==> src/rtl/phinc_pkg.sv <==
package phinc_pkg;

  typedef enum logic {
    GRP_PAIR = 1'b0,
    GRP_QUAD = 1'b1
  } grp_mode_e;

  // Lane i is active when the group is quad, or when i is one of the pair lanes.
  function automatic logic lane_active(input grp_mode_e mode, input int lane, input int pair_lanes);
    return (mode == GRP_QUAD) || (lane < pair_lanes);
  endfunction

endpackage

==> src/rtl/phinc_shift.sv <==
module phinc_shift #(
  parameter int FNUM_W = 10,
  parameter int BLK_W  = 3,
  parameter int SH_W   = FNUM_W + (1 << BLK_W) - 2
) (
  input  logic [FNUM_W-1:0] fnum,
  input  logic [BLK_W-1:0]  blk,
  output logic [SH_W-1:0]   sh_val
);

  // Octave scaling: block 0 halves, block b scales by 2^(b-1).
  function automatic logic [SH_W-1:0] octave_scale(input logic [FNUM_W-1:0] f,
                                                   input logic [BLK_W-1:0] b);
    logic [SH_W-1:0] wide;
    wide = SH_W'(f);
    if (b == '0) return wide >> 1;
    return wide << (b - BLK_W'(1));
  endfunction

  assign sh_val = octave_scale(fnum, blk);

endmodule

==> src/rtl/phinc_lane.sv <==
module phinc_lane #(
  parameter int SH_W  = 16,
  parameter int MUL_W = 4,
  parameter int INC_W = 20
) (
  input  logic [SH_W-1:0]  sh_val,
  input  logic [MUL_W-1:0] mult,
  input  logic             active,
  output logic [INC_W-1:0] inc
);

  localparam int PROD_W = SH_W + MUL_W;

  // Code 0 means one half; any other code is an integer factor, wrapped to INC_W bits.
  function automatic logic [INC_W-1:0] apply_mult(input logic [SH_W-1:0] s,
                                                  input logic [MUL_W-1:0] m);
    logic [PROD_W-1:0] prod;
    if (m == '0) begin
      prod = PROD_W'(s >> 1);
    end else begin
      prod = PROD_W'(s) * PROD_W'(m);
    end
    return INC_W'(prod);
  endfunction

  assign inc = active ? apply_mult(sh_val, mult) : '0;

endmodule

==> src/rtl/phinc_calc.sv <==
module phinc_calc
  import phinc_pkg::*;
#(
  parameter int REG_W      = 8,
  parameter int LO_W       = 8,
  parameter int FNUM_W     = 10,
  parameter int BLK_W      = 3,
  parameter int MUL_W      = 4,
  parameter int INC_W      = 20,
  parameter int LANES      = 4,
  parameter int PAIR_LANES = 2
) (
  input  logic                   clk,
  input  logic                   rst_n,
  input  logic                   valid_in,
  input  logic [LO_W-1:0]        freq_lo,
  input  logic [REG_W-1:0]       freq_hi,
  input  logic                   quad_in,
  input  logic [LANES*MUL_W-1:0] mult_in,
  output logic                   valid_out,
  output logic [LANES-1:0]       lane_en,
  output logic [LANES*INC_W-1:0] inc_out
);

  localparam int HI_W    = FNUM_W - LO_W;
  localparam int BLK_LSB = HI_W;
  localparam int SH_W    = FNUM_W + (1 << BLK_W) - 2;

  // Decoded fields, brought out as named wires.
  logic [FNUM_W-1:0]      fnum_w;
  logic [BLK_W-1:0]       blk_w;
  logic [SH_W-1:0]        sh_w;
  grp_mode_e              mode_w;
  logic [LANES-1:0]       en_w;
  logic [LANES*INC_W-1:0] inc_w;
  logic                   load_w;

  assign fnum_w = {freq_hi[HI_W-1:0], freq_lo};
  assign blk_w  = freq_hi[BLK_LSB +: BLK_W];
  assign mode_w = quad_in ? GRP_QUAD : GRP_PAIR;
  assign load_w = valid_in;

  phinc_shift #(
    .FNUM_W(FNUM_W),
    .BLK_W (BLK_W),
    .SH_W  (SH_W)
  ) u_shift (
    .fnum  (fnum_w),
    .blk   (blk_w),
    .sh_val(sh_w)
  );

  for (genvar i = 0; i < LANES; i++) begin : g_lane
    assign en_w[i] = lane_active(mode_w, i, PAIR_LANES);

    phinc_lane #(
      .SH_W (SH_W),
      .MUL_W(MUL_W),
      .INC_W(INC_W)
    ) u_lane (
      .sh_val(sh_w),
      .mult  (mult_in[i*MUL_W +: MUL_W]),
      .active(en_w[i]),
      .inc   (inc_w[i*INC_W +: INC_W])
    );
  end

  always_ff @(posedge clk or negedge rst_n) begin
    if (!rst_n) begin
      valid_out <= 1'b0;
      lane_en   <= '0;
      inc_out   <= '0;
    end else begin
      valid_out <= load_w;
      if (load_w) begin
        lane_en <= en_w;
        inc_out <= inc_w;
      end
    end
  end

endmodule

==> config.mk <==
export PLATFORM = sky130hd
export DESIGN_NAME = phinc_calc
export DESIGN_NICKNAME = d
export VERILOG_FILES = /design/src/rtl/phinc_pkg.sv /design/src/rtl/phinc_shift.sv /design/src/rtl/phinc_lane.sv /design/src/rtl/phinc_calc.sv
export SDC_FILE = /design/constraint.sdc
export NUM_CORES = 1
export LEC_CHECK = 0
export BUFFER_PORTS_ARGS = -buffer_cell sky130_fd_sc_hd__buf_2
export CORE_UTILIZATION = 60
export CTS_CLUSTER_DIAMETER = 120
export DETAILED_ROUTE_END_ITERATION = 16
export PLACE_DENSITY = 0.81
export SLEW_MARGIN = 20
export SYNTH_ARGS = -nofsm -noshare
export SYNTH_HDL_FRONTEND = slang
export SYNTH_SLANG_ARGS = --single-unit
==> constraint.sdc <==
create_clock -name clk -period 1.3 [get_ports clk]
set_input_delay 0.26 -clock clk [delete_from_list [all_inputs] [get_ports clk]]
set_output_delay 0.26 -clock clk [all_outputs]
set_load 0.005 [all_outputs]
==> run_results.csv, run 1 <==
group,metric,value,unit
outcome,outcome,"did not finish",
outcome,haltStage,"5_1_grt",
outcome,toolErrorMsg,"[ERROR GRT-0232] Routing congestion too high. Check the congestion heatmap in the GUI.",
synthesis,ys_warn_count,0,
synthesis,synth_compound_area_share,17.09,%
synthesis,async_flop_share,100.0,%
placed_design,numPortBuffers,117,
clock_network,cts-root-buf,"clkbuf_16",
clock_network,clockBufferDepth,2,
global_routing,gr-total-overflow,176,
clock_network,cts_sinks,83,
floorplan,start_util,62.14,%
synthesis,yosys_most_used_dff,"dfrtp_1",
floorplan,die_h,144.9,µm
synthesis,synth_edf_count,0,
floorplan,die_w,144.9,µm
global_routing,grt_max_degree,35,
floorplan,ios,121,
placed_design,dpl.hpwl,29.06,mm
sta,endpoint_type,"register input",
synthesis,avgSynthCellArea,8.029,µm²
synthesis,ys_types,64,
sta,postGrtWorstEndpoint,"inc_out[78]$_DFFE_PN0P_/D",
clock_network,cts_buffers,9,
synthesis,synth-adder-area-share,28.31,%
synthesis,synthMuxAreaShare,3.227,%
clock_network,htreeDepth,3,
synthesis,yosysSeqAreaShare,16.95,%
synthesis,synth_xor_area_share,3.145,%
placed_design,post-place-ws,-3.805,ns
synthesis,netlist_area,0.01225,mm²
synthesis,syn_inst,1526,
global_routing,grtUsageTotal,85.47,%
synthesis,synth_nets,1772,
synthesis,yosys.area_share.simple,20.04,%
floorplan,row_count,51,
synthesis,synth_top_family_by_area,"adder cells",
placed_design,gp_congestion,0.9084,
synthesis,ys_seq_elements,83,
cell usage after synthesis, drive strengths merged, types with 4 or more instances:
master / n / share of area, %
o211ai: 7 / 0.43
buf: 14 / 0.61
nand4: 5 / 0.26
xnor2: 26 / 1.9
nor3b: 5 / 0.31
o21bai: 7 / 0.43
or2: 7 / 0.36
a21o: 20 / 1.2
a211oi: 15 / 0.92
xor2: 18 / 1.3
o21ai: 41 / 1.7
nand3: 11 / 0.49
fa: 112 / 18
mux2i: 17 / 1.4
and2: 180 / 9.2
o22ai: 40 / 2.0
nor2: 77 / 2.4
inv: 274 / 8.4
a31oi: 18 / 0.97
mux2: 10 / 0.92
a221oi: 6 / 0.43
dfrtp: 83 / 17
clkbuf: 73 / 2.2
o21a: 22 / 1.3
and3: 4 / 0.20
mux4: 5 / 0.92
nand2b: 12 / 0.61
nor3: 13 / 0.53
nor4: 5 / 0.36
a211o: 6 / 0.43
a21boi: 5 / 0.31
o221ai: 7 / 0.50
o32ai: 9 / 0.64
nor2b: 13 / 0.66
ha: 98 / 10
nand2: 134 / 4.1
a21oi: 89 / 3.6
a22oi: 6 / 0.37
logic make-up after synthesis:
kind of cell | count (synthesis)
AOI/OAI and AO/OA | 321
xor gates and xnor gates | 44
adders and majority gates | 210
buffers and inverters | 361
DFF | 83
muxes | 32
and+or+nand+nor | 475
routing by layer:
| metal | track usage (%) | GRT overflow |
|---|---|---|
| met1 | 83.41 | 0 |
| met2 | 98.23 | 90 |
| met3 | 73.74 | 7 |
| met4 | 89.03 | 77 |
| met5 | 56.64 | 2 |
stage by stage:
step	utilization (%)	hold slack, ns	instances	setup TNS, ns	instance area, µm²
after floorplan	-	-0.03559	1526	-215.16	12670
after global placement	79.36	0.1491	2126	-237.73	15650
after detailed placement	79.36	0.1497	2126	-248.06	15650
after CTS	89.71	0.2399	2212	-206.99	17690
timing repair:
item	CTS
gates cloned	2
gates resized for setup	259
setup endpoints to repair	80
buffers inserted	71
pin swaps	120
hold endpoints to repair	11
hold buffers	1
==> run 2: changes to the inputs <==
Settings changed: CORE_UTILIZATION 60 to 40, CTS_CLUSTER_DIAMETER 120 to default, PLACE_DENSITY 0.81 to default, PLACE_DENSITY_LB_ADDON from default to 0.15.
==> run 2 against run 1 <==
- the flow now finishes, with violations (setup timing)
- area after synthesis did not move
- synthesized cell count unchanged
==> run_results.csv, run 2 <==
group,metric,value,unit
synthesis,synth_area_leaders,"fa_1 18%, dfrtp_1 17%, ha_1 10%, and2_1 9.2%, inv_1 8.4%",
sta,final.setup.worst_slack,-3.210,ns
sta,drv_slew,0,
global_routing,grtUsageTotal,25.62,%
finish,largest_register_ffs,80,
critical_path,crit_start,"freq_hi[2]",
placed_design,numPortBuffers,117,
hold_path,hold_class,"in -> reg",
power,powerDensity,1250,mW/mm²
sta,slew_headroom,67.30,%
finish,final_common_cell,"buf_4",
placed_design,gp_congestion,0.8932,
routing,wire_per_inst,16.95,µm
sta,tns,-205.52,ns
sta,worst_pin_slew,0.4905,ns
synthesis,ys_types,64,
global_routing,grt_pass1_wl,63.46,mm
routing,vias,12150,
routing,routed_wirelength,39.82,mm
hold_path,worstHoldStart,"valid_in",
job,drv_cap,0,
critical_path,r2r_start,"inc_out[1]",
power,leakage,8.939,nW
critical_path,critPathCaptureType,"flop",
synthesis,synth_nets,1772,
clock_network,cts_tree,"done",
sta,hold_slack,0.2819,ns
synthesis,syn_inst,1526,
clock_network,cts_buffers,9,
critical_path,cp.arrival,4.76,ns
clock_network,clkTransAtPathRegs,0.07,ns
synthesis,avgSynthCellArea,8.029,µm²
routing,drt_iter0_drc,444,
sta,max_freq,0.2217,GHz
sta,finalSetupViolations,80,
synthesis,ys_top_cells_by_count,"274 x inv_1, 180 x and2_1, 134 x nand2_1, 112 x fa_1, 98 x ha_1",
clock_network,clk_latency,0.38,ns
finish,antenna_cells,0,
synthesis,ys_seq_elements,83,
finish,drive_gt1_share,45.20,%
floorplan,row_count,63,
synthesis,synth_area_leader_cell,"fa_1",
global_routing,grt_antenna_before_repair,2,
clock_network,clockBufferDepth,2,
finish,regMostFlops,"inc_out",
critical_path,critPathMaxFanout,6,
floorplan,die_w,177.0,µm
routing,drcViolationCount,0,
critical_path,worstSetupPathType,"in -> reg",
clock_network,htreeDepth,3,
floorplan,dieArea,0.03133,mm²
routing,ant_nets,0,
routing,vias_per_cell,5.172,
sta,period_needed,4.510,ns
synthesis,synthMostInstantiatedCell,"inv_1",
synthesis,synth_top_area_share,18.30,%
synthesis,async_flop_share,100.0,%
global_routing,grt_max_degree,84,
global_routing,gr-total-overflow,0,
synthesis,ys_warn_count,0,
routing,drt-pass1-iter-count,5,
sta,rsz0062_at_grt,"yes",
finish,final_cell_mix,"322 x buf_4, 233 x inv_1, 134 x and2_1, 118 x nand2_1, 113 x buf_2",
finish,fin_nets,2201,
critical_path,cp-start-kind,"input pin",
sta,finalCritPeriodShare,346.9,%
sta,finalHoldViolCount,0,
outcome,outcome,"finished with violations",
finish,syn_to_final_growth,52.11,%
finish,reg_top3,"inc_out (80), lane_en (2), valid_out (1)",
clock_network,cts-root-buf,"clkbuf_16",
synthesis,netlist_area,0.01225,mm²
floorplan,coreArea,0.02987,mm²
finish,post-route-util,62.38,%
critical_path,required,1.55,ns
sta,clock_skew,0,ns
synthesis,yosysSeqAreaShare,16.95,%
outcome,violations,"setup timing",
floorplan,die_h,177.0,µm
placed_design,dpl.hpwl,29.03,mm
power,ir_drop,0.001101,V
synthesis,synth_edf_count,0,
clock_network,cts_sinks,83,
global_routing,grt_pass1_vias,12710,
floorplan,ios,121,
synthesis,yosys_most_used_dff,"dfrtp_1",
floorplan,start_util,41.01,%
placed_design,post-place-ws,-3.707,ns
run 2: cell counts after synthesis:
No cell type changed its count.
run 2: final timing paths:
check / slack, ns / endpoint / depth (start not counted)
worst max-delay path: -3.21 / inc_out[39] / 24
worst min-delay path: 0.28 / inc_out[28] / 3
worst max register to register: 0.46 / inc_out[1] / 1
worst min register to register: 0.49 / inc_out[10] / 1
max in group asynchronous: 0.46 / inc_out[6] / 3
min in group asynchronous: 0.45 / lane_en[2] / 3
run 2: repair_timing:
action | CTS | global route
hold endpoints to repair | 83 | 0
resized for setup | 259 | 177
pin swaps | 176 | 143
setup endpoints to repair | 80 | 80
gates cloned | 3 | 0
hold buffers | 1 | 0
buffers inserted | 54 | 45
run 2: cell families after synthesis:
family	count (synthesis)	synth area share [%]
adder cells (fa/ha/maj)	210	28.31
buffers and inverters	361	11.24
multiplexers	32	3.227
XOR/XNOR	44	3.145
AND/OR/NAND/NOR	475	20.04
flip-flops	83	16.95
AO/OA/AOI/OAI	321	17.09
run 2: stage by stage:
| stage | power (mW) | cells | cell area (µm²) |
|---|---|---|---|
| after floorplan | 11.59 | 1526 | 12670 |
| after global placement | 16.41 | 2248 | 15720 |
| after detailed placement | 16.56 | 2248 | 15720 |
| after CTS | 21.64 | 2316 | 17530 |
| after global routing | 25.14 | 2350 | 18640 |
| final | 23.29 | 2350 | 18640 |
run 2: power breakdown:
group          total (mW)  leakage [nW]  internal, mW  switching (mW)
sequential           3.62          1.05          3.27           0.350
clock                2.85         0.149          1.52            1.33
combinational        16.8          7.74          8.54            8.28
run 2: cell type report:
cell class | count | area (µm²)
clock buffer | 9 | 225.2
clock inverter | 7 | 83.83
fill | 2541 | 11240
inverter | 274 | 1040
multi-input combinational | 1083 | 10900
sequential | 83 | 2077
tap | 390 | 488.0
timing repair buffer | 504 | 3822
run 2: critical path, stage by stage:
cell,delay [ns]
buf_8,0.08
inv_6,0.03
ha_4,0.31
buf_6,0.13
mux4_2,0.34
nand2_2,0.10
o21ai_2,0.06
a21oi_2,0.19
nand2_4,0.12
buf_6,0.15
and2_4,0.15
fa_1,0.55
inv_2,0.04
fa_1,0.52
inv_2,0.05
ha_4,0.27
nand3_4,0.06
or4b_4,0.50
buf_6,0.14
a21oi_4,0.15
o21ai_2,0.09
a21oi_2,0.15
mux2i_1,0.20
o311ai_1,0.11
run 2: metal layers:
metal | share of wire, % | track usage (%)
met5 | 0.045 | 0
met4 | 2.3 | 8.800
met3 | 3.3 | 3.759
met2 | 53 | 46.61
met1 | 41 | 30.44
No activity file was read; power rests on OpenSTA's default activity.
